[config.mk]
export PLATFORM = sky130hd
export DESIGN_NAME = axi_burst_prof
export DESIGN_NICKNAME = d
export VERILOG_FILES = /design/src/rtl/prof_pkg.sv /design/src/rtl/prof_chan.sv /design/src/rtl/prof_acc.sv /design/src/rtl/axi_burst_prof.sv
export SDC_FILE = /design/constraint.sdc
export NUM_CORES = 1
export LEC_CHECK = 0
export ABC_AREA = 1
export BUFFER_PORTS_ARGS = -buffer_cell sky130_fd_sc_hd__buf_2
export CORE_MARGIN = 2
export CORE_UTILIZATION = 43
export CTS_CLUSTER_SIZE = 28
export DETAILED_ROUTE_END_ITERATION = 6
export PLACE_DENSITY_LB_ADDON = 0.05
export RECOVER_POWER = 100
export SLEW_MARGIN = 20
export SYNTH_ARGS = -nofsm -noshare
export SYNTH_HDL_FRONTEND = slang
export SYNTH_SLANG_ARGS = --single-unit
[constraint.sdc]
create_clock -name clk_i -period 4.1 [get_ports clk_i]
set_input_delay 0.41 -clock clk_i [delete_from_list [all_inputs] [get_ports clk_i]]
set_output_delay 0.41 -clock clk_i [all_outputs]
set_load 0.03 [all_outputs]
[src/rtl/prof_pkg.sv]
package prof_pkg;
  typedef enum logic [1:0] {
    ST_IDLE,
    ST_FIRST,
    ST_BURST,
    ST_RESP
  } chan_state_e;

  localparam int NUM_ACC   = 6;
  localparam int ACC_BYTES = 0;
  localparam int ACC_REQ   = 1;
  localparam int ACC_LAT1  = 2;
  localparam int ACC_LAT2  = 3;
  localparam int ACC_LAT3  = 4;
  localparam int ACC_DONE  = 5;
  localparam int ADDR_STAT = 6;
  localparam int NUM_REG   = 8;
endpackage

[src/rtl/prof_chan.sv]
module prof_chan
  import prof_pkg::*;
#(
  parameter int CNT_W    = 32,
  parameter bit HAS_RESP = 1'b1
) (
  input  logic             clk_i,
  input  logic             rst_ni,
  input  logic             a_valid_i,
  input  logic             a_ready_i,
  input  logic [2:0]       a_size_i,
  input  logic             d_valid_i,
  input  logic             d_ready_i,
  input  logic             d_last_i,
  input  logic             resp_valid_i,
  input  logic             resp_ready_i,
  output logic             req_o,
  output logic             done_o,
  output logic [CNT_W-1:0] lat1_o,
  output logic [CNT_W-1:0] lat2_o,
  output logic [CNT_W-1:0] lat3_o,
  output logic [CNT_W-1:0] bytes_o
);
  chan_state_e      state_q;
  logic [CNT_W-1:0] cnt_q, cnt_inc, lat1_q, lat2_q;
  logic [2:0]       size_q;
  logic             a_hs, d_hs, r_hs, open;

  assign a_hs    = a_valid_i & a_ready_i;
  assign open    = (state_q == ST_FIRST) || (state_q == ST_BURST);
  assign d_hs    = d_valid_i & d_ready_i & open;
  assign r_hs    = resp_valid_i & resp_ready_i & (state_q == ST_RESP);
  assign cnt_inc = (&cnt_q) ? cnt_q : cnt_q + CNT_W'(1);
  assign req_o   = a_hs;
  assign bytes_o = d_hs ? (CNT_W'(1) << size_q) : '0;

  always_comb begin
    done_o = 1'b0;
    lat1_o = '0;
    lat2_o = '0;
    lat3_o = '0;
    unique case (state_q)
      ST_FIRST: if (d_hs && d_last_i && !HAS_RESP) begin
        done_o = 1'b1;
        lat1_o = cnt_inc;
      end
      ST_BURST: if (d_hs && d_last_i && !HAS_RESP) begin
        done_o = 1'b1;
        lat1_o = lat1_q;
        lat2_o = cnt_inc;
      end
      ST_RESP: if (r_hs) begin
        done_o = 1'b1;
        lat1_o = lat1_q;
        lat2_o = lat2_q;
        lat3_o = cnt_inc;
      end
      default: ;
    endcase
  end

  always_ff @(posedge clk_i or negedge rst_ni) begin
    if (!rst_ni) begin
      state_q <= ST_IDLE;
      cnt_q   <= '0;
      size_q  <= '0;
      lat1_q  <= '0;
      lat2_q  <= '0;
    end else begin
      unique case (state_q)
        ST_IDLE: if (a_hs) begin
          state_q <= ST_FIRST;
          cnt_q   <= '0;
          size_q  <= a_size_i;
        end
        ST_FIRST: if (d_hs) begin
          lat1_q <= cnt_inc;
          cnt_q  <= '0;
          if (d_last_i) begin
            lat2_q  <= '0;
            state_q <= HAS_RESP ? ST_RESP : ST_IDLE;
          end else begin
            state_q <= ST_BURST;
          end
        end else begin
          cnt_q <= cnt_inc;
        end
        ST_BURST: if (d_hs && d_last_i) begin
          lat2_q  <= cnt_inc;
          cnt_q   <= '0;
          state_q <= HAS_RESP ? ST_RESP : ST_IDLE;
        end else begin
          cnt_q <= cnt_inc;
        end
        ST_RESP: if (r_hs) begin
          state_q <= ST_IDLE;
        end else begin
          cnt_q <= cnt_inc;
        end
        default: state_q <= ST_IDLE;
      endcase
    end
  end
endmodule

[src/rtl/prof_acc.sv]
module prof_acc #(
  parameter int W = 32
) (
  input  logic         clk_i,
  input  logic         rst_ni,
  input  logic         clr_i,
  input  logic [W-1:0] inc_a_i,
  input  logic [W-1:0] inc_b_i,
  output logic [W-1:0] acc_o,
  output logic         ov_o
);
  logic [W-1:0] acc_q;
  logic [W+1:0] sum;

  always_comb begin
    sum  = (clr_i ? '0 : {2'b00, acc_q}) + {2'b00, inc_a_i} + {2'b00, inc_b_i};
    ov_o = |sum[W+1:W];
  end

  always_ff @(posedge clk_i or negedge rst_ni) begin
    if (!rst_ni)   acc_q <= '0;
    else if (ov_o) acc_q <= '1;
    else           acc_q <= sum[W-1:0];
  end

  assign acc_o = acc_q;
endmodule

[src/rtl/axi_burst_prof.sv]
module axi_burst_prof
  import prof_pkg::*;
#(
  parameter int ACC_W = 32
) (
  input  logic             clk_i,
  input  logic             rst_ni,
  input  logic             aw_valid_i,
  input  logic             aw_ready_i,
  input  logic [2:0]       aw_size_i,
  input  logic             w_valid_i,
  input  logic             w_ready_i,
  input  logic             w_last_i,
  input  logic             b_valid_i,
  input  logic             b_ready_i,
  input  logic             ar_valid_i,
  input  logic             ar_ready_i,
  input  logic [2:0]       ar_size_i,
  input  logic             r_valid_i,
  input  logic             r_ready_i,
  input  logic             r_last_i,
  input  logic             snap_i,
  input  logic [2:0]       reg_addr_i,
  output logic [ACC_W-1:0] reg_rdata_o
);
  logic             wr_req, wr_done, rd_req, rd_done;
  logic [ACC_W-1:0] wr_lat1, wr_lat2, wr_lat3, wr_bytes;
  logic [ACC_W-1:0] rd_lat1, rd_lat2, rd_lat3, rd_bytes;

  prof_chan #(.CNT_W(ACC_W), .HAS_RESP(1'b1)) u_wr (
    .clk_i, .rst_ni,
    .a_valid_i(aw_valid_i), .a_ready_i(aw_ready_i), .a_size_i(aw_size_i),
    .d_valid_i(w_valid_i), .d_ready_i(w_ready_i), .d_last_i(w_last_i),
    .resp_valid_i(b_valid_i), .resp_ready_i(b_ready_i),
    .req_o(wr_req), .done_o(wr_done),
    .lat1_o(wr_lat1), .lat2_o(wr_lat2), .lat3_o(wr_lat3), .bytes_o(wr_bytes)
  );

  prof_chan #(.CNT_W(ACC_W), .HAS_RESP(1'b0)) u_rd (
    .clk_i, .rst_ni,
    .a_valid_i(ar_valid_i), .a_ready_i(ar_ready_i), .a_size_i(ar_size_i),
    .d_valid_i(r_valid_i), .d_ready_i(r_ready_i), .d_last_i(r_last_i),
    .resp_valid_i(1'b0), .resp_ready_i(1'b0),
    .req_o(rd_req), .done_o(rd_done),
    .lat1_o(rd_lat1), .lat2_o(rd_lat2), .lat3_o(rd_lat3), .bytes_o(rd_bytes)
  );

  logic [ACC_W-1:0] inc_wr [NUM_ACC];
  logic [ACC_W-1:0] inc_rd [NUM_ACC];
  logic [ACC_W-1:0] acc_q  [NUM_ACC];
  logic [ACC_W-1:0] shadow_q [NUM_ACC];
  logic [NUM_ACC-1:0] ov_now;
  logic ov_q, ov_shadow_q;
  logic [ACC_W-1:0] bytes_acc;

  always_comb begin
    inc_wr[ACC_BYTES] = wr_bytes;
    inc_wr[ACC_REQ]   = {{(ACC_W-1){1'b0}}, wr_req};
    inc_wr[ACC_LAT1]  = wr_lat1;
    inc_wr[ACC_LAT2]  = wr_lat2;
    inc_wr[ACC_LAT3]  = wr_lat3;
    inc_wr[ACC_DONE]  = {{(ACC_W-1){1'b0}}, wr_done};
    inc_rd[ACC_BYTES] = rd_bytes;
    inc_rd[ACC_REQ]   = {{(ACC_W-1){1'b0}}, rd_req};
    inc_rd[ACC_LAT1]  = rd_lat1;
    inc_rd[ACC_LAT2]  = rd_lat2;
    inc_rd[ACC_LAT3]  = rd_lat3;
    inc_rd[ACC_DONE]  = {{(ACC_W-1){1'b0}}, rd_done};
  end

  for (genvar i = 0; i < NUM_ACC; i++) begin : g_acc
    prof_acc #(.W(ACC_W)) u_acc (
      .clk_i, .rst_ni,
      .clr_i(snap_i),
      .inc_a_i(inc_wr[i]),
      .inc_b_i(inc_rd[i]),
      .acc_o(acc_q[i]),
      .ov_o(ov_now[i])
    );
  end

  assign bytes_acc = acc_q[ACC_BYTES];

  always_ff @(posedge clk_i or negedge rst_ni) begin
    if (!rst_ni) begin
      ov_q        <= 1'b0;
      ov_shadow_q <= 1'b0;
      for (int i = 0; i < NUM_ACC; i++) shadow_q[i] <= '0;
    end else begin
      ov_q <= (snap_i ? 1'b0 : ov_q) | (|ov_now);
      if (snap_i) begin
        ov_shadow_q <= ov_q;
        for (int i = 0; i < NUM_ACC; i++) shadow_q[i] <= acc_q[i];
      end
    end
  end

  logic [ACC_W-1:0] rd_tab [NUM_REG];
  always_comb begin
    for (int i = 0; i < NUM_REG; i++) rd_tab[i] = '0;
    for (int i = 0; i < NUM_ACC; i++) rd_tab[i] = shadow_q[i];
    rd_tab[ADDR_STAT] = {{(ACC_W-1){1'b0}}, ov_shadow_q};
  end
  assign reg_rdata_o = rd_tab[reg_addr_i];
endmodule

==> summary.md, run 1 <==
| Metric | Value |
|---|---|
| Outcome | `finished, violations left` |
| Failing checks | `max-capacitance violations, max-slew violations` |
| Commonest cells in the netlist | `nand2_1 (1415), inv_1 (672), dfrtp_1 (556)` |
| CTS clk-pin slew, worst paths | `0.06 ns` |
| 1st-pass router iterations | `5` |
| Top FF cell, synth | `dfrtp_1` |
| Num CTS Buffers | `71` |
| CP Class | `register to register` |
| Worst-Skew Late Latency | `roughly 0.63 ns` |
| F_max | `245 MHz` |
| Final min period | `approximately 4 ns` |
| CTS Sinks | `roughly 560` |
| Worst setup endpoint | `ov_q` |
| CTS tree | `done` |
| Unique masters post-synth | `55` |
| Top Ports | `56` |
| Final wirelength | `131 mm` |
| Clock Power Share | `a little over two fifths` |
| CP Capture Type | `register` |
| Yosys top cell area share | `39.2%` |
| Fillers | `8081` |
| Slew HR | `-33.0%` |
| Required time worst endpoint | `approximately 4.6 ns` |
| Register-to-register setup slack | `0.01 ns` |
| Worst r2r path cells | `24` |
| Vert. Die Dim | `approximately 290 um` |
| Ys Warns | `0` |
| Vias | `about 34000` |
| Post-DP HPWL | `102 mm` |
| Number of max-slew violations in the final report | `about 280` |
| Initial antenna violation count | `3` |
| Mapped Area | `between 0.03 and 0.04 mm^2` |
| First-pass GRT wire length | `between 150 and 200 mm` |
| Initial Util | `between 40 and 50%` |
| Die span in x | `roughly 290 um` |
| Final Util | `a little over half` |
| Port Buf Inserts | `between 50 and 60` |
| Top-count cell post-synth | `nand2_1` |
| Crit path from | `u_rd.cnt_q[0]` |
| Worst setup SP type | `register` |
| Final Hold Viols | `0` |
| FFs w/ async S/R, synth | `between 90% and 100%` |
| Htree depth | `3` |
| Comb pwr share | `between 10% and 20%` |
| VDD IR-drop max | `~0.00042 V` |
| GRT Residual Overflow | `0` |
| Core Area | `between 0.08 and 0.09 mm^2` |
| Cell accounting for the most synthesized area | `dfrtp_1` |
| Syn_nets | `~5000` |
| Leakage power | `~0.022 uW` |
| Synth top area cells | `dfrtp_1 (39%), nand2_1 (15%), inv_1 (7.1%), o21ai_0 (6.2%), nor2_1 (4.6%)` |
| Register area share after synthesis | `roughly two fifths` |
| Sw Pwr | `4890 uW` |
| PD cells | `roughly 360 mW/mm^2` |
| Worst r2r src | `u_rd.cnt_q[0]` |
| Root Driver | `clkbuf_16` |
| Detailed Route Iter0 Violations | `~3000` |
| Final Setup Violations | `0` |
| Crit-path max FO | `8` |
| Rows | `about 110` |
| Int Pwr | `~11000 uW` |
| Tightest Hold Check Type | `input port to register` |
| WL/cell | `around 20 um` |
| Final ANT Viol Nets | `0` |
| Sequential fraction of design power | `39.5%` |
| Vias in the first global route | `~32000` |
| GP Congestion | `0.956` |
| Largest net degree at the start of global routing | `about 150` |
| DRC errors left | `0` |
| Worst-case clock buffer depth | `3` |
| Die area | `between 0.08 and 0.09 mm^2` |
| Register bit total from synthesis | `about 560` |
| Final worst-path cycle share | `approximately 100%` |
| Vias/cell | `roughly 5.2` |
| Max_cap viols | `6` |
| RSZ-0062 raised after global routing | `true` |
| Worst hold margin | `between 0.03 and 0.04 ns` |
| Mapped Cells | `4905` |
| Setup tns final | `0 ns` |
| Clock Skew | `0.0247 ns` |
| Share of layout cells above drive strength 1 | `between 10% and 20%` |
| Worst Path Arrival | `between 4 and 5 ns` |
| Avg Inst Size Synth | `~7.2 um^2` |
| Post-synth EDFFs | `0` |
| FF-to-FF End | `ov_q` |
| All-Layer GR Usage | `30.6%` |
| Switching share of total power | `a little under a third` |
| Worst Tran Pin Value | `1.99 ns` |
| Area Growth Syn to Fin | `24.8%` |
| Nets | `~5600` |
power by group through the flow:
stage | clock network [uW] | registers (uW) | logic (uW)
3_5_place_dp | 0 | 6300 | 2700
2_1_floorplan | 0 | 6190 | 1590
5_1_grt | 6950 | 6250 | 3210
6_report | 6630 | 6210 | 2900
3_3_place_gp | 0 | 6300 | 2690
4_1_cts | 6740 | 6200 | 2760
stage by stage:
step	cell area [um^2]	power, uW	setup slack [ns]	instances
2_1_floorplan	35500	7780	0.0106	4905
3_3_place_gp	40100	8980	-0.471	6313
3_5_place_dp	40100	9000	-0.413	6313
4_1_cts	42900	15700	-0.0122	6449
5_1_grt	44300	16400	-0.189	6477
6_report	44300	15700	0.0145	6478
state kept, by name, summed over array words and instances (netlist names):
name / count
ov_shadow_q: 1
u_rd.state_q: 2
u_wr.size_q: 3
u_wr.state_q: 2
u_rd.size_q: 3
u_rd.lat1_q: 32
u_wr.cnt_q: 32
u_wr.lat1_q: 32
u_rd.cnt_q: 32
g_acc.u_acc.acc_o: 192
ov_q: 1
rd_tab: 192
u_wr.lat2_q: 32
metal layers:
layer  wire length (um)  share of wire, %  GRT usage (%)
met1              61800                47           45.1
met2              59100                45           47.9
met3               7130               5.4           3.57
met4               3380               2.6           7.39
met5                 32             0.024              0
cells by family after synthesis:
group                    count (synthesis)  share of synthesized area [%]
AO/OA/AOI/OAI                          812                           12.2
buffers and inverters                  851                           9.26
flip-flops                             556                           39.2
adder cells (fa/ha/maj)                194                           8.49
AND/OR/NAND/NOR                       2397                           28.5
XOR/XNOR                                95                           2.34
worst max-delay path, cell delays in order, from the launching register on:
cell,delay (ns)
dfrtp_1,0.36
ha_2,0.20
nand2_2,0.08
nor2_4,0.15
nand2_4,0.09
nor2_4,0.15
nand2_4,0.14
clkbuf_16,0.22
nand2_4,0.09
buf_4,0.12
nand2_1,0.12
fa_1,0.54
inv_1,0.04
ha_1,0.33
a21oi_2,0.20
o21a_1,0.14
nand2_1,0.08
a21oi_2,0.19
nand2_1,0.07
nand2_1,0.06
nand2_1,0.08
nor2_4,0.13
buf_6,0.14
clkbuf_16,0.16
nand3_1,0.08
how the worst min path moves through the flow:
stage / from / end / cells past startpoint
floorplan: rst_ni / g_acc[0].u_acc.acc_o[0] / 0
finish: ar_size_i[2] / u_rd.size_q[2] / 3
global route: ar_size_i[2] / u_rd.size_q[2] / 3
global placement: rd_tab[129] / rd_tab[129] / 2
CTS: ar_size_i[2] / u_rd.size_q[2] / 3
detailed placement: rst_ni / g_acc[0].u_acc.acc_o[1] / 1
repair_timing:
item	in CTS	in global routing
pin swaps	5	57
hold buffers	2	0
endpoints found under the setup margin	65	102
gates resized for setup	67	284
setup buffers	6	24
hold endpoints to repair	64	0
cloned	3	6
cell type report:
cell class                 count  area, um^2  area share [%]
multi-input combinational   3498       19700            44.5
sequential                   556       13900            31.4
timing repair buffer         552        4360            9.85
inverter                     676        2560            5.77
clock buffer                 106        2070            4.67
tap                         1070        1340            3.02
clock inverter                19         360           0.813
antenna                        1        2.50         0.00565
placed cells by master (no fill, tap or decap), types with 12 or more instances in the layout:
cell / synthesis / final
nand2_1: 1415 / 1334
inv_1: 672 / 657
dfrtp_1: 556 / 556
buf_4: 2 / 439
o21ai_0: 440 / 424
nor2_1: 434 / 402
nand3_1: 274 / 265
a21oi_1: 228 / 196
xor2_1: 89 / 83
nand2_2: 10 / 78
clkbuf_16: 0 / 78
fa_1: 78 / 76
ha_1: 116 / 75
nor3_1: 77 / 60
buf_2: 26 / 54
nand4_1: 49 / 49
or2_2: 47 / 46
ha_4: 0 / 35
nor2_2: 14 / 34
clkbuf_1: 123 / 32
o22ai_1: 38 / 26
a21oi_2: 0 / 26
nand3b_1: 22 / 22
nor2_4: 7 / 19
a31oi_1: 19 / 19
nor3_2: 3 / 18
a21o_1: 18 / 18
buf_12: 0 / 17
o21bai_1: 16 / 16
inv_2: 0 / 15
nand3_2: 7 / 14
o21ai_1: 11 / 14
clkbuf_8: 0 / 14
nand2_4: 0 / 12
o21ai_2: 0 / 12
nor4_1: 12 / 12
No activity file was read; power rests on OpenSTA's default activity.
==> run 2, diff against run 1 <==
--- a/config.mk
+++ b/config.mk
@@ -11,8 +11,9 @@
 export CORE_UTILIZATION = 43
 export CTS_CLUSTER_SIZE = 28
 export DETAILED_ROUTE_END_ITERATION = 6
+export GPL_ROUTABILITY_DRIVEN = 1
 export PLACE_DENSITY_LB_ADDON = 0.05
-export RECOVER_POWER = 100
+export RECOVER_POWER = 50
 export SLEW_MARGIN = 20
 export SYNTH_ARGS = -nofsm -noshare
 export SYNTH_HDL_FRONTEND = slang
==> run 2 against run 1 <==
Net effect: clock skew is essentially flat; clock power is essentially flat; final cell count is the same; critical path type unchanged; setup slack is essentially flat; design area is essentially flat; non-clock buffer count is the same; the run still ends with max-capacitance violations, max-slew violations left; combinational power is essentially flat.
==> summary.md, run 2 (same netlist as run 1, synthesis figures left out) <==
| Metric | Value |
|---|---|
| Worst Path Arrival | `4.58 ns (about the same)` |
| CP Class | `register to register (unchanged)` |
| Final min period | `4.09 ns (about the same)` |
| Final wirelength | `131 mm (about the same)` |
| Clock Skew | `0.0242 ns (was 0.0247 ns)` |
| Hold Crit Start | `ar_size_i[2] (unchanged)` |
| Port Buf Inserts | `55 (unchanged)` |
| Worst path cell trace | `ha_2 > nand2_2 > nor2_4 > nand2_4 > nor2_4 > nand2_4 > clkbuf_16 > nand2_4 > buf_4 > nand2_1 > fa_1 > inv_1 > ha_1 > a21oi_2 > o21a_1 > nand2_1 > a21oi_2 > nand2_1 > nand2_1 > nand2_1 > nor2_4 > buf_6 > clkbuf_16 > nand3_1 (unchanged)` |
| Worst-Skew Late Latency | `0.63 ns (about the same)` |
| RSZ-0062 raised after global routing | `true (unchanged)` |
| Tightest Hold Check Type | `input port to register (unchanged)` |
| Required time worst endpoint | `4.60 ns (about the same)` |
| Slew HR | `-33.7% (was -33.0%)` |
| FF-to-FF End | `ov_q (unchanged)` |
| Initial antenna violation count | `3 (unchanged)` |
| Die area | `0.0849 mm^2 (unchanged)` |
| Hold path depth | `3 (unchanged)` |
| Worst r2r path cells | `24 (unchanged)` |
| Max_cap viols | `6 (unchanged)` |
| Failing checks | `max-capacitance violations, max-slew violations (unchanged)` |
| Worst-case clock buffer depth | `3 (unchanged)` |
| Die span in x | `291 um (unchanged)` |
| Largest net degree at the start of global routing | `151 (unchanged)` |
| Root Driver | `clkbuf_16 (unchanged)` |
| 1st-pass router iterations | `6 (was 5)` |
| Dpl ws | `-0.413 ns (unchanged)` |
| Share of layout cells above drive strength 1 | `18.6% (unchanged)` |
| Vias in the first global route | `32000 (unchanged)` |
| GP Congestion | `0.956 (unchanged)` |
| Vias | `33700 (about the same)` |
| Final ANT Viol Nets | `0 (unchanged)` |
| Worst Tran Pin Value | `2.00 ns (was 1.99 ns)` |
| Worst setup SP type | `register (unchanged)` |
| All-Layer GR Usage | `30.6% (unchanged)` |
| Most frequent cells in the layout | `nand2_1 (1334), inv_1 (657), dfrtp_1 (556), buf_4 (444), o21ai_0 (424) (was nand2_1 (1334), inv_1 (657), dfrtp_1 (556), buf_4 (439), o21ai_0 (424))` |
| CTS tree | `done (unchanged)` |
| CTS Sinks | `556 (unchanged)` |
| Hold EP | `u_rd.size_q[2] (unchanged)` |
| Area Growth Syn to Fin | `24.8% (about the same)` |
| Rows | `105 (unchanged)` |
| Num CTS Buffers | `71 (unchanged)` |
| Leakage power | `0.0218 uW (about the same)` |
| Number of max-slew violations in the final report | `282 (unchanged)` |
| Final WS setup | `0.0142 ns (was 0.0145 ns)` |
| VDD IR-drop max | `0.000417 V (was 0.000416 V)` |
| CTS clk-pin slew, worst paths | `0.06 ns (about the same)` |
| Core Area | `0.0818 mm^2 (unchanged)` |
| Final Util | `54.1% (about the same)` |
| Initial Util | `43.4% (unchanged)` |
| Crit path from | `u_rd.cnt_q[0] (unchanged)` |
| Final Setup Violations | `0 (unchanged)` |
| Most common cell after layout, fill and taps aside | `nand2_1 (unchanged)` |
| Nets | `5573 (unchanged)` |
| Final worst-path cycle share | `99.7% (was 99.6%)` |
| WL/cell | `20.3 um (about the same)` |
| Worst path max stage delay | `0.54 ns (about the same)` |
| Htree depth | `3 (unchanged)` |
| Worst r2r src | `u_rd.cnt_q[0] (unchanged)` |
| Final Hold Viols | `0 (unchanged)` |
| First-pass GRT wire length | `198 mm (unchanged)` |
| GRT Residual Overflow | `0 (unchanged)` |
| DRC errors left | `0 (unchanged)` |
| Vert. Die Dim | `291 um (unchanged)` |
| CP Capture Type | `register (unchanged)` |
| Crit-path max FO | `8 (unchanged)` |
| Outcome | `finished, violations left (unchanged)` |
| Top Ports | `56 (unchanged)` |
| Detailed Route Iter0 Violations | `3107 (was 3065)` |
| CP max-delay cell | `fa_1 (unchanged)` |
| F_max | `245 MHz (about the same)` |
| PD cells | `355 mW/mm^2 (about the same)` |
| Vias/cell | `5.20 (about the same)` |
| CP most frequent cell | `nand2_1 (unchanged)` |
| Post-DP HPWL | `102 mm (unchanged)` |
| Register-to-register setup slack | `0.01 ns (about the same)` |
-- run 2: repair_timing --
item	CTS	global route
hold endpoints to repair	64	0
buffers inserted	6	24
pin swaps	5	57
hold buffers	2	0
setup endpoints to repair	65	102
resized for setup	67	284
gates cloned	3	6
-- run 2: cell type report --
type	instances	area (um^2)
Fill cell	8081	37500
Tap cell	1070	1340
Inverter	676	2560
Sequential cell	556	13900
Timing Repair Buffer	552	4370
Clock buffer	106	2070
Multi-Input combinational cell	3498	19700
Antenna cell	1	2.50
Clock inverter	19	360
-- run 2: how the worst max path moves through the flow --
stage,cells past startpoint,endpoint
finish,24,ov_q
floorplan,22,g_acc[2].u_acc.acc_o[25]
global placement,23,g_acc[2].u_acc.acc_o[3]
CTS,25,g_acc[3].u_acc.acc_o[12]
detailed placement,23,g_acc[2].u_acc.acc_o[3]
global route,27,g_acc[2].u_acc.acc_o[5]
-- run 2: metal layers --
metal / up-vias / global-route usage (%) / share of wire, %
li1: 16500 / - / -
met1: 16100 / 45.1 / 47
met2: 874 / 47.9 / 45
met3: 157 / 3.57 / 5.1
met4: 4 / 7.39 / 2.5
met5: - / 0 / 0.024
-- run 2: stage by stage --
step	setup TNS, ns	area (um^2)	hold slack [ns]	total power, uW	cells
final	0	44300	0.0360	15700	6478
after global placement	-16.84	40100	0.449	8980	6313
after detailed placement	-14.71	40100	0.453	9000	6313
after floorplan	0	35500	0.114	7780	4905
after CTS	-0.0753	42900	0.00279	15700	6449
after global routing	-9.41	44300	0.0217	16400	6477
-- run 2: power breakdown --
group | total [uW] | internal [uW] | switching (uW)
clock network | 6620 | 4010 | 2620
registers | 6210 | 5930 | 278
logic | 2900 | 907 | 2000
total | 15700 | 10800 | 4890
-- run 2: worst max-delay path: cells and delay by family, from the launching register on --
| kind | cells | cell delay, ns |
|---|---|---|
| AO/OA/AOI/OAI | 3 | 0.52 |
| adder cells (fa/ha/maj) | 3 | 1.07 |
| buffers and inverters | 5 | 0.69 |
| flip-flops | 1 | 0.36 |
| AND/OR/NAND/NOR | 13 | 1.32 |
